**config.mk**
```make
export PLATFORM = sky130hd
export DESIGN_NAME = flash_burst_cfg_decoder
export DESIGN_NICKNAME = d
export VERILOG_FILES = /design/src/rtl/flash_cfg_pkg.sv /design/src/rtl/flash_cmd_classify.sv /design/src/rtl/flash_mode_fsm.sv /design/src/rtl/flash_cfg_store.sv /design/src/rtl/flash_cfg_fields.sv /design/src/rtl/flash_burst_cfg_decoder.sv
export SDC_FILE = /design/constraint.sdc
export NUM_CORES = 1
export LEC_CHECK = 0
export ABC_AREA = 1
export BUFFER_PORTS_ARGS = -buffer_cell sky130_fd_sc_hd__buf_2
export CAP_MARGIN = 20
export CORE_MARGIN = 5
export CORE_UTILIZATION = 28
export DETAILED_ROUTE_END_ITERATION = 16
export PLACE_DENSITY = 0.66
export SYNTH_ARGS = -nofsm -noshare
export SYNTH_HDL_FRONTEND = slang
export SYNTH_SLANG_ARGS = --single-unit
export TNS_END_PERCENT = 5
```
**constraint.sdc**
```tcl
create_clock -name clk -period 2.3 [get_ports clk]
set_clock_uncertainty 0.05 [all_clocks]
set_input_delay 0.23 -clock clk [delete_from_list [all_inputs] [get_ports clk]]
set_output_delay 0.23 -clock clk [all_outputs]
set_load 0.05 [all_outputs]
```
**src/rtl/flash_cfg_pkg.sv**
```systemverilog
package flash_cfg_pkg;

   typedef enum logic [1:0] {
      MODE_ARRAY   = 2'd0,
      MODE_STATUS  = 2'd1,
      MODE_QUERY   = 2'd2,
      MODE_PENDING = 2'd3
   } rd_mode_e;

   typedef enum logic [2:0] {
      OPK_OTHER   = 3'd0,
      OPK_ARRAY   = 3'd1,
      OPK_STATUS  = 3'd2,
      OPK_QUERY   = 3'd3,
      OPK_SETUP   = 3'd4,
      OPK_CONFIRM = 3'd5
   } op_kind_e;

   // Field packing of the configuration word, lowest field first.
   localparam int BLEN_LSB  = 0;
   localparam int BLEN_W    = 3;
   localparam int WRAP_BIT  = BLEN_LSB + BLEN_W;
   localparam int LAT_LSB   = WRAP_BIT + 1;
   localparam int LAT_W     = 3;
   localparam int SYNC_BIT  = LAT_LSB + LAT_W;
   localparam int EDGE_BIT  = SYNC_BIT + 1;
   localparam int FIELDS_W  = EDGE_BIT + 1;

endpackage

```
**src/rtl/flash_cmd_classify.sv**
```systemverilog
module flash_cmd_classify
   import flash_cfg_pkg::*;
#(
   parameter int         DATA_W      = 16,
   parameter logic [7:0] OPC_SETUP   = 8'h60,
   parameter logic [7:0] OPC_CONFIRM = 8'h03,
   parameter logic [7:0] OPC_ARRAY   = 8'hFF,
   parameter logic [7:0] OPC_STATUS  = 8'h70,
   parameter logic [7:0] OPC_QUERY   = 8'h98
) (
   input  logic [DATA_W-1:0] data,
   output op_kind_e          kind
);

   localparam logic [DATA_W-1:0] W_SETUP   = DATA_W'(OPC_SETUP);
   localparam logic [DATA_W-1:0] W_CONFIRM = DATA_W'(OPC_CONFIRM);
   localparam logic [DATA_W-1:0] W_ARRAY   = DATA_W'(OPC_ARRAY);
   localparam logic [DATA_W-1:0] W_STATUS  = DATA_W'(OPC_STATUS);
   localparam logic [DATA_W-1:0] W_QUERY   = DATA_W'(OPC_QUERY);

   initial begin
      a_data_width : assert (DATA_W >= 8)
         else $error("data bus narrower than an opcode");
      a_opc_distinct : assert (OPC_SETUP != OPC_CONFIRM && OPC_SETUP != OPC_ARRAY &&
                               OPC_SETUP != OPC_STATUS && OPC_SETUP != OPC_QUERY &&
                               OPC_CONFIRM != OPC_ARRAY && OPC_CONFIRM != OPC_STATUS &&
                               OPC_CONFIRM != OPC_QUERY && OPC_ARRAY != OPC_STATUS &&
                               OPC_ARRAY != OPC_QUERY && OPC_STATUS != OPC_QUERY)
         else $error("opcode values collide");
   end

   // Full-word compare: upper data bits must be zero for a command to match.
   always_comb begin
      kind = OPK_OTHER;
      if (data == W_SETUP)        kind = OPK_SETUP;
      else if (data == W_CONFIRM) kind = OPK_CONFIRM;
      else if (data == W_ARRAY)   kind = OPK_ARRAY;
      else if (data == W_STATUS)  kind = OPK_STATUS;
      else if (data == W_QUERY)   kind = OPK_QUERY;
   end

endmodule

```
**src/rtl/flash_mode_fsm.sv**
```systemverilog
module flash_mode_fsm
   import flash_cfg_pkg::*;
(
   input  logic     clk,
   input  logic     rst_n,
   input  logic     wr_en,
   input  op_kind_e kind,
   output rd_mode_e mode,
   output logic     load_cfg
);

   rd_mode_e mode_nxt;

   // A confirm is only recognised as the write that directly follows setup.
   assign load_cfg = wr_en && (mode == MODE_PENDING) && (kind == OPK_CONFIRM);

   always_comb begin
      mode_nxt = mode;
      if (wr_en) begin
         if (mode == MODE_PENDING) begin
            mode_nxt = MODE_ARRAY;
         end else begin
            unique case (kind)
               OPK_SETUP:  mode_nxt = MODE_PENDING;
               OPK_ARRAY:  mode_nxt = MODE_ARRAY;
               OPK_STATUS: mode_nxt = MODE_STATUS;
               OPK_QUERY:  mode_nxt = MODE_QUERY;
               default:    mode_nxt = mode;
            endcase
         end
      end
   end

   always_ff @(posedge clk) begin
      if (!rst_n) mode <= MODE_ARRAY;
      else        mode <= mode_nxt;
   end

   p_setup_entry_r2 : assert property (@(posedge clk) disable iff (!rst_n)
      (wr_en && mode != MODE_PENDING && kind == OPK_SETUP) |=> mode == MODE_PENDING);

   p_pending_exit_r5 : assert property (@(posedge clk) disable iff (!rst_n)
      (wr_en && mode == MODE_PENDING) |=> mode == MODE_ARRAY);

   p_status_select_r9 : assert property (@(posedge clk) disable iff (!rst_n)
      (wr_en && mode != MODE_PENDING && kind == OPK_STATUS) |=> mode == MODE_STATUS);

   p_other_keeps_r9 : assert property (@(posedge clk) disable iff (!rst_n)
      (wr_en && mode != MODE_PENDING && (kind == OPK_OTHER || kind == OPK_CONFIRM))
      |=> $stable(mode));

   p_idle_mode_r10 : assert property (@(posedge clk) disable iff (!rst_n)
      !wr_en |=> $stable(mode));

endmodule

```
**src/rtl/flash_cfg_store.sv**
```systemverilog
module flash_cfg_store #(
   parameter int ADDR_W = 24,
   parameter int CFG_LO = 2,
   parameter int CFG_HI = 17,
   parameter logic [CFG_HI-CFG_LO:0] CFG_RST = '0
) (
   input  logic                     clk,
   input  logic                     rst_n,
   input  logic                     load,
   input  logic [ADDR_W-1:0]        addr,
   output logic [CFG_HI-CFG_LO:0]   cfg_word,
   output logic                     load_pulse
);

   localparam int CFG_W = CFG_HI - CFG_LO + 1;

   initial begin
      a_window_fits : assert (CFG_LO >= 0 && CFG_HI >= CFG_LO && CFG_HI < ADDR_W)
         else $error("capture window outside address bus");
   end

   // Address bits outside the capture window are not used by design.
   if (CFG_LO > 0 && CFG_HI < ADDR_W - 1) begin : g_unused_both
      logic unused_addr_bits;
      assign unused_addr_bits = ^{addr[CFG_LO-1:0], addr[ADDR_W-1:CFG_HI+1]};
   end else if (CFG_LO > 0) begin : g_unused_low
      logic unused_addr_bits;
      assign unused_addr_bits = ^addr[CFG_LO-1:0];
   end else if (CFG_HI < ADDR_W - 1) begin : g_unused_high
      logic unused_addr_bits;
      assign unused_addr_bits = ^addr[ADDR_W-1:CFG_HI+1];
   end

   for (genvar b = 0; b < CFG_W; b++) begin : g_bit
      always_ff @(posedge clk) begin
         if (!rst_n)    cfg_word[b] <= CFG_RST[b];
         else if (load) cfg_word[b] <= addr[CFG_LO + b];
      end
   end

   always_ff @(posedge clk) begin
      if (!rst_n) load_pulse <= 1'b0;
      else        load_pulse <= load;
   end

   p_capture_r3 : assert property (@(posedge clk) disable iff (!rst_n)
      load |=> (cfg_word == $past(addr[CFG_HI:CFG_LO])) && load_pulse);

   p_hold_r7 : assert property (@(posedge clk) disable iff (!rst_n)
      !load |=> $stable(cfg_word) && !load_pulse);

endmodule

```
**src/rtl/flash_cfg_fields.sv**
```systemverilog
module flash_cfg_fields
   import flash_cfg_pkg::*;
(
   input  logic [FIELDS_W-1:0] fields,
   output logic [BLEN_W-1:0]   burst_len,
   output logic                burst_wrap,
   output logic [LAT_W-1:0]    latency,
   output logic                sync_read,
   output logic                rising_edge
);

   assign burst_len   = fields[BLEN_LSB +: BLEN_W];
   assign burst_wrap  = fields[WRAP_BIT];
   assign latency     = fields[LAT_LSB +: LAT_W];
   assign sync_read   = fields[SYNC_BIT];
   assign rising_edge = fields[EDGE_BIT];

endmodule

```
**src/rtl/flash_burst_cfg_decoder.sv**
```systemverilog
module flash_burst_cfg_decoder
   import flash_cfg_pkg::*;
#(
   parameter int         ADDR_W      = 24,
   parameter int         DATA_W      = 16,
   parameter int         CFG_LO      = 2,
   parameter int         CFG_HI      = 17,
   parameter logic [7:0] OPC_SETUP   = 8'h60,
   parameter logic [7:0] OPC_CONFIRM = 8'h03
) (
   input  logic                      clk,
   input  logic                      rst_n,
   input  logic                      wr_en,
   input  logic [ADDR_W-1:0]         addr,
   input  logic [DATA_W-1:0]         data,
   output logic [CFG_HI-CFG_LO:0]    cfg_word,
   output logic [BLEN_W-1:0]         burst_len,
   output logic                      burst_wrap,
   output logic [LAT_W-1:0]          latency,
   output logic                      sync_read,
   output logic                      rising_edge,
   output logic [1:0]                read_mode,
   output logic                      cfg_update
);

   localparam int CFG_W = CFG_HI - CFG_LO + 1;
   // Reset value: every field zero, so reads start asynchronous.
   localparam logic [CFG_W-1:0] CFG_RST = '0;

   initial begin
      a_fields_fit : assert (CFG_W >= FIELDS_W)
         else $error("capture window cannot hold all fields");
      a_reset_async : assert (CFG_RST[SYNC_BIT] == 1'b0)
         else $error("reset value must select asynchronous read");
   end

   op_kind_e kind;
   rd_mode_e mode;
   logic     load_cfg;

   flash_cmd_classify #(
      .DATA_W      (DATA_W),
      .OPC_SETUP   (OPC_SETUP),
      .OPC_CONFIRM (OPC_CONFIRM)
   ) classify_i (
      .data (data),
      .kind (kind)
   );

   flash_mode_fsm fsm_i (
      .clk      (clk),
      .rst_n    (rst_n),
      .wr_en    (wr_en),
      .kind     (kind),
      .mode     (mode),
      .load_cfg (load_cfg)
   );

   flash_cfg_store #(
      .ADDR_W  (ADDR_W),
      .CFG_LO  (CFG_LO),
      .CFG_HI  (CFG_HI),
      .CFG_RST (CFG_RST)
   ) store_i (
      .clk        (clk),
      .rst_n      (rst_n),
      .load       (load_cfg),
      .addr       (addr),
      .cfg_word   (cfg_word),
      .load_pulse (cfg_update)
   );

   flash_cfg_fields fields_i (
      .fields      (cfg_word[FIELDS_W-1:0]),
      .burst_len   (burst_len),
      .burst_wrap  (burst_wrap),
      .latency     (latency),
      .sync_read   (sync_read),
      .rising_edge (rising_edge)
   );

   assign read_mode = mode;

   p_pulse_single_r6 : assert property (@(posedge clk) disable iff (!rst_n)
      cfg_update |=> !cfg_update);

   p_change_needs_pulse_r7 : assert property (@(posedge clk) disable iff (!rst_n)
      !$stable(cfg_word) |-> cfg_update);

   p_pulse_lands_array_r5 : assert property (@(posedge clk) disable iff (!rst_n)
      cfg_update |-> read_mode == 2'd0);

endmodule

```
==> metrics.log <==
INFO  metric antennaDiodeCount = 0
INFO  metric syn-cell-area = 0.00106 mm²
INFO  metric layout_min_cycle_time = 1.45 ns
INFO  metric synthAdderAreaFrac = 0%
INFO  metric pre_cts_ws = 0.543 ns
INFO  metric path_max_fanout = 17
INFO  metric grt_start_max_net_pins = 18
INFO  metric synth_compound_area_share = 11.0%
INFO  metric synth.ff_latch_count = 19
INFO  metric dr.pass1.iters = 4
INFO  metric post_route_cells_drive_above_1_share = 35.3%
INFO  metric cts-htree-levels = 1
INFO  metric totalNegativeSetupSlack = 0 ns
INFO  metric grt_use_total = 9.42%
INFO  metric worst-endpoint-required = 2.38 ns
INFO  metric synth_area_in_simple_gates = 37.5%
INFO  metric cts_post_setup_buffers_inserted = 0
INFO  metric power.share.switching = 22.8%
INFO  metric design.core.area = 0.00366 mm²
INFO  metric share_comb_of_total_power = 9.7%
INFO  metric grt_antenna_before_repair = 0
INFO  metric timing.final.max_slew_violations = 0
INFO  metric min-delay-path-class = in2reg
INFO  metric final_antenna_net_count = 0
INFO  metric area.growth.synth_to_final = 31.2%
INFO  metric die_h = 71.5 µm
INFO  metric p_switching = 0.000141 W
INFO  metric io_pins = 71
INFO  metric syn-instance-count = 163
INFO  metric number_of_hold_buffers_added_after_cts = 0
INFO  metric power.static_leakage = 0.752 nW
INFO  metric timing.rr.end = store_i.cfg_word[12]$_SDFFE_PN0P_
INFO  metric synthTopCellsByArea = dfxtp_1 36%, nand2_1 21%, a21oi_1 8.5%
INFO  metric outcome = complete, no violations
INFO  metric initial_core_util = 28.9%
INFO  metric grt_pass1_wl = 4040 µm
INFO  metric yosys.cell_types.count = 19
INFO  metric synth_xor_xnor_area_share = 0%
INFO  metric min_delay_worst_endpoint = store_i.cfg_word[5]$_SDFFE_PN0P_
INFO  metric synth_top_family_by_area = simple AND/OR/NAND/NOR gates
INFO  metric insertion_delay = 0.25 ns
INFO  metric post_route_drc = 0
INFO  metric worstSetupEndpointType = flip-flop
INFO  metric yosysSeqAreaShare = 35.9%
INFO  metric cts.sinks = 19
INFO  metric cts-root-buf = clkbuf_8
INFO  metric power.clock.fraction = 37.1%
INFO  metric num_cts_buffers = 3
INFO  metric yosysTopAreaCellShare = 35.9%
INFO  metric cap_violations = 0
INFO  metric wire_length_per_cell = 9.52 µm
INFO  metric ff2ff_path_depth = 5
INFO  metric cts_repair_resize_count = 0
INFO  metric startpoint_class = input pin
INFO  metric path_class = in2reg
INFO  metric fmax = 689 MHz
INFO  metric synthMuxAreaShare = 0%
INFO  metric floorplan.die_area = 0.00511 mm²
INFO  metric finalWorstSetupSlack = 0.849 ns
INFO  metric num_vias = 1125
INFO  metric yosysTopAreaCell = dfxtp_1
INFO  metric row_count = 22
INFO  metric globalRouteOverflowTotal = 0
INFO  metric drt-initial-drc-count = 54
INFO  metric synth_area_per_cell = 6.49 µm²
INFO  metric worstPathArrival = 1.53 ns
INFO  metric setup_viol = 0
INFO  metric worst_setup_hold_path_clk_slew = 0.07 ns
INFO  metric postSynthNetCount = 206
INFO  metric grt_setup_unrepaired = no
INFO  metric final-hold-violation-count = 0
INFO  metric finalWeightedCongestion = 0.780
INFO  metric irDropWorstVdd = 0.228 mV
INFO  metric holdPathStages = 3
INFO  metric tritoncts_clock_tree = done
INFO  metric max-slew-margin-rel = 68.6%
INFO  metric cellPowerDensity = 444 mW/mm²
INFO  metric via_count_of_the_first_global_routing_pass = 949
INFO  metric fp.dieW = 71.5 µm
INFO  metric post-route-cell-area = 0.00139 mm²
INFO  metric dpl-instance-area = 0.00134 mm²
INFO  metric min_period_over_period = 63.1%
INFO  metric worstMarginPinSlew = 0.468 ns
INFO  metric route.detailed.vias_per_inst = 4.23
INFO  metric rrSetupSlack = 0.86 ns
INFO  metric internal_power = 0.000477 W
INFO  metric finish.net_count = 262
INFO  metric place.detailed.hpwl = 2020 µm
INFO  metric yosys_warnings = 0
INFO  metric portBuffers = 62
INFO  metric reg2reg_from = fsm_i.mode[0]$_SDFFE_PN0P_
INFO  metric totalWireLength = 2530 µm
INFO  metric timing.hold.worst.start = addr[7]
INFO  metric share_of_total_power_in_sequential_cells = 53.3%
INFO  metric cts.path.max_buffers = 2
[layer usage]
metal / wire length (µm) / track usage [%] / part of all wire (%) / vias up
met5: 0 / 0 / 0 / -
met4: 22 / 3.13 / 0.87 / 0
met3: 210 / 2.24 / 8.3 / 2
met2: 1210 / 15.5 / 48 / 40
met1: 1090 / 12.0 / 43 / 474
li1: - / - / - / 609
[cells in the final DEF (no fill, tap or decap)]
cell,Yosys,layout
clkinv_1,1,1
nand3_1,9,9
buf_4,9,1
nand4_1,2,2
clkinv_2,0,1
clkbuf_8,0,3
buf_2,0,62
nor2_1,16,16
a21oi_2,1,1
inv_2,3,3
nor2_2,1,1
o211ai_1,1,1
inv_1,15,15
dfxtp_1,19,19
a21oi_1,18,18
o21ai_0,2,2
nor2_8,1,1
nand2_1,58,58
nor3_4,1,1
nand2_2,3,3
[metrics by stage]
stage	hold WS (ns)	total power [W]	std cells	util (%)
6_report	0.171	0.000617	266	37.9
5_1_grt	0.169	0.000649	266	37.9
4_1_cts	0.167	0.000626	266	37.9
3_5_place_dp	0.401	0.000396	262	36.7
3_3_place_gp	0.397	0.000396	262	36.7
2_1_floorplan	0.301	0.000359	163	-
[registers in the layout (all words and copies together) (netlist names)]
name and cells:
fsm_i.mode 2, store_i.cfg_word 16, store_i.load_pulse 1
[power groups by stage]
stage | sequential (W) | combinational, W | clock (W)
floorplan | 0.000336 | 0.0000230 | 0
global placement | 0.000336 | 0.0000599 | 0
detailed placement | 0.000336 | 0.0000600 | 0
CTS | 0.000329 | 0.0000602 | 0.000237
global route | 0.000329 | 0.0000679 | 0.000252
finish | 0.000329 | 0.0000598 | 0.000229
[cells by family after synthesis]
group / after synthesis
simple gates: 91
buf+inv: 31
flops: 19
compound gates: 22
[final cells by class]
class	instances	area, µm²
fillers	400	2270
well taps	48	60.1
repair buffers	63	318
clock buffers	3	41.3
inverters	19	71.3
multi-input cells	113	513
clock inverters	1	5.00
flip-flops and latches	19	380
[critical path, cell delays in order]
cell	delay (ns)
buf_2	0.11
inv_1	0.08
nand2_1	0.07
nor2_2	0.13
nand2_2	0.08
inv_2	0.06
nand2_2	0.06
nor3_4	0.30
inv_2	0.22
nand2_1	0.10
a21oi_1	0.06
[cells in the mapped netlist (all sizes together)]
cell    count
o21ai       2
nor2       18
inv        18
dfxtp      19
nor3        1
nand3       9
buf        11
a21oi      19
clkbuf      1
clkinv      1
nand4       2
nand2      61
o211ai      1
[worst max path at each step]
stage	start	to	slack, ns	cells past startpoint
after floorplan	fsm_i.mode[0]$_SDFFE_PN0P_	store_i.cfg_word[0]$_SDFFE_PN0P_	0.56	6
after global placement	data[7]	store_i.cfg_word[0]$_SDFFE_PN0P_	0.53	11
after detailed placement	data[7]	store_i.cfg_word[5]$_SDFFE_PN0P_	0.54	11
after CTS	data[7]	store_i.cfg_word[6]$_SDFFE_PN0P_	0.81	11
after global routing	data[7]	store_i.cfg_word[7]$_SDFFE_PN0P_	0.65	11
final	data[7]	store_i.cfg_word[12]$_SDFFE_PN0P_	0.85	11
Power figures use the tool's default switching activity.
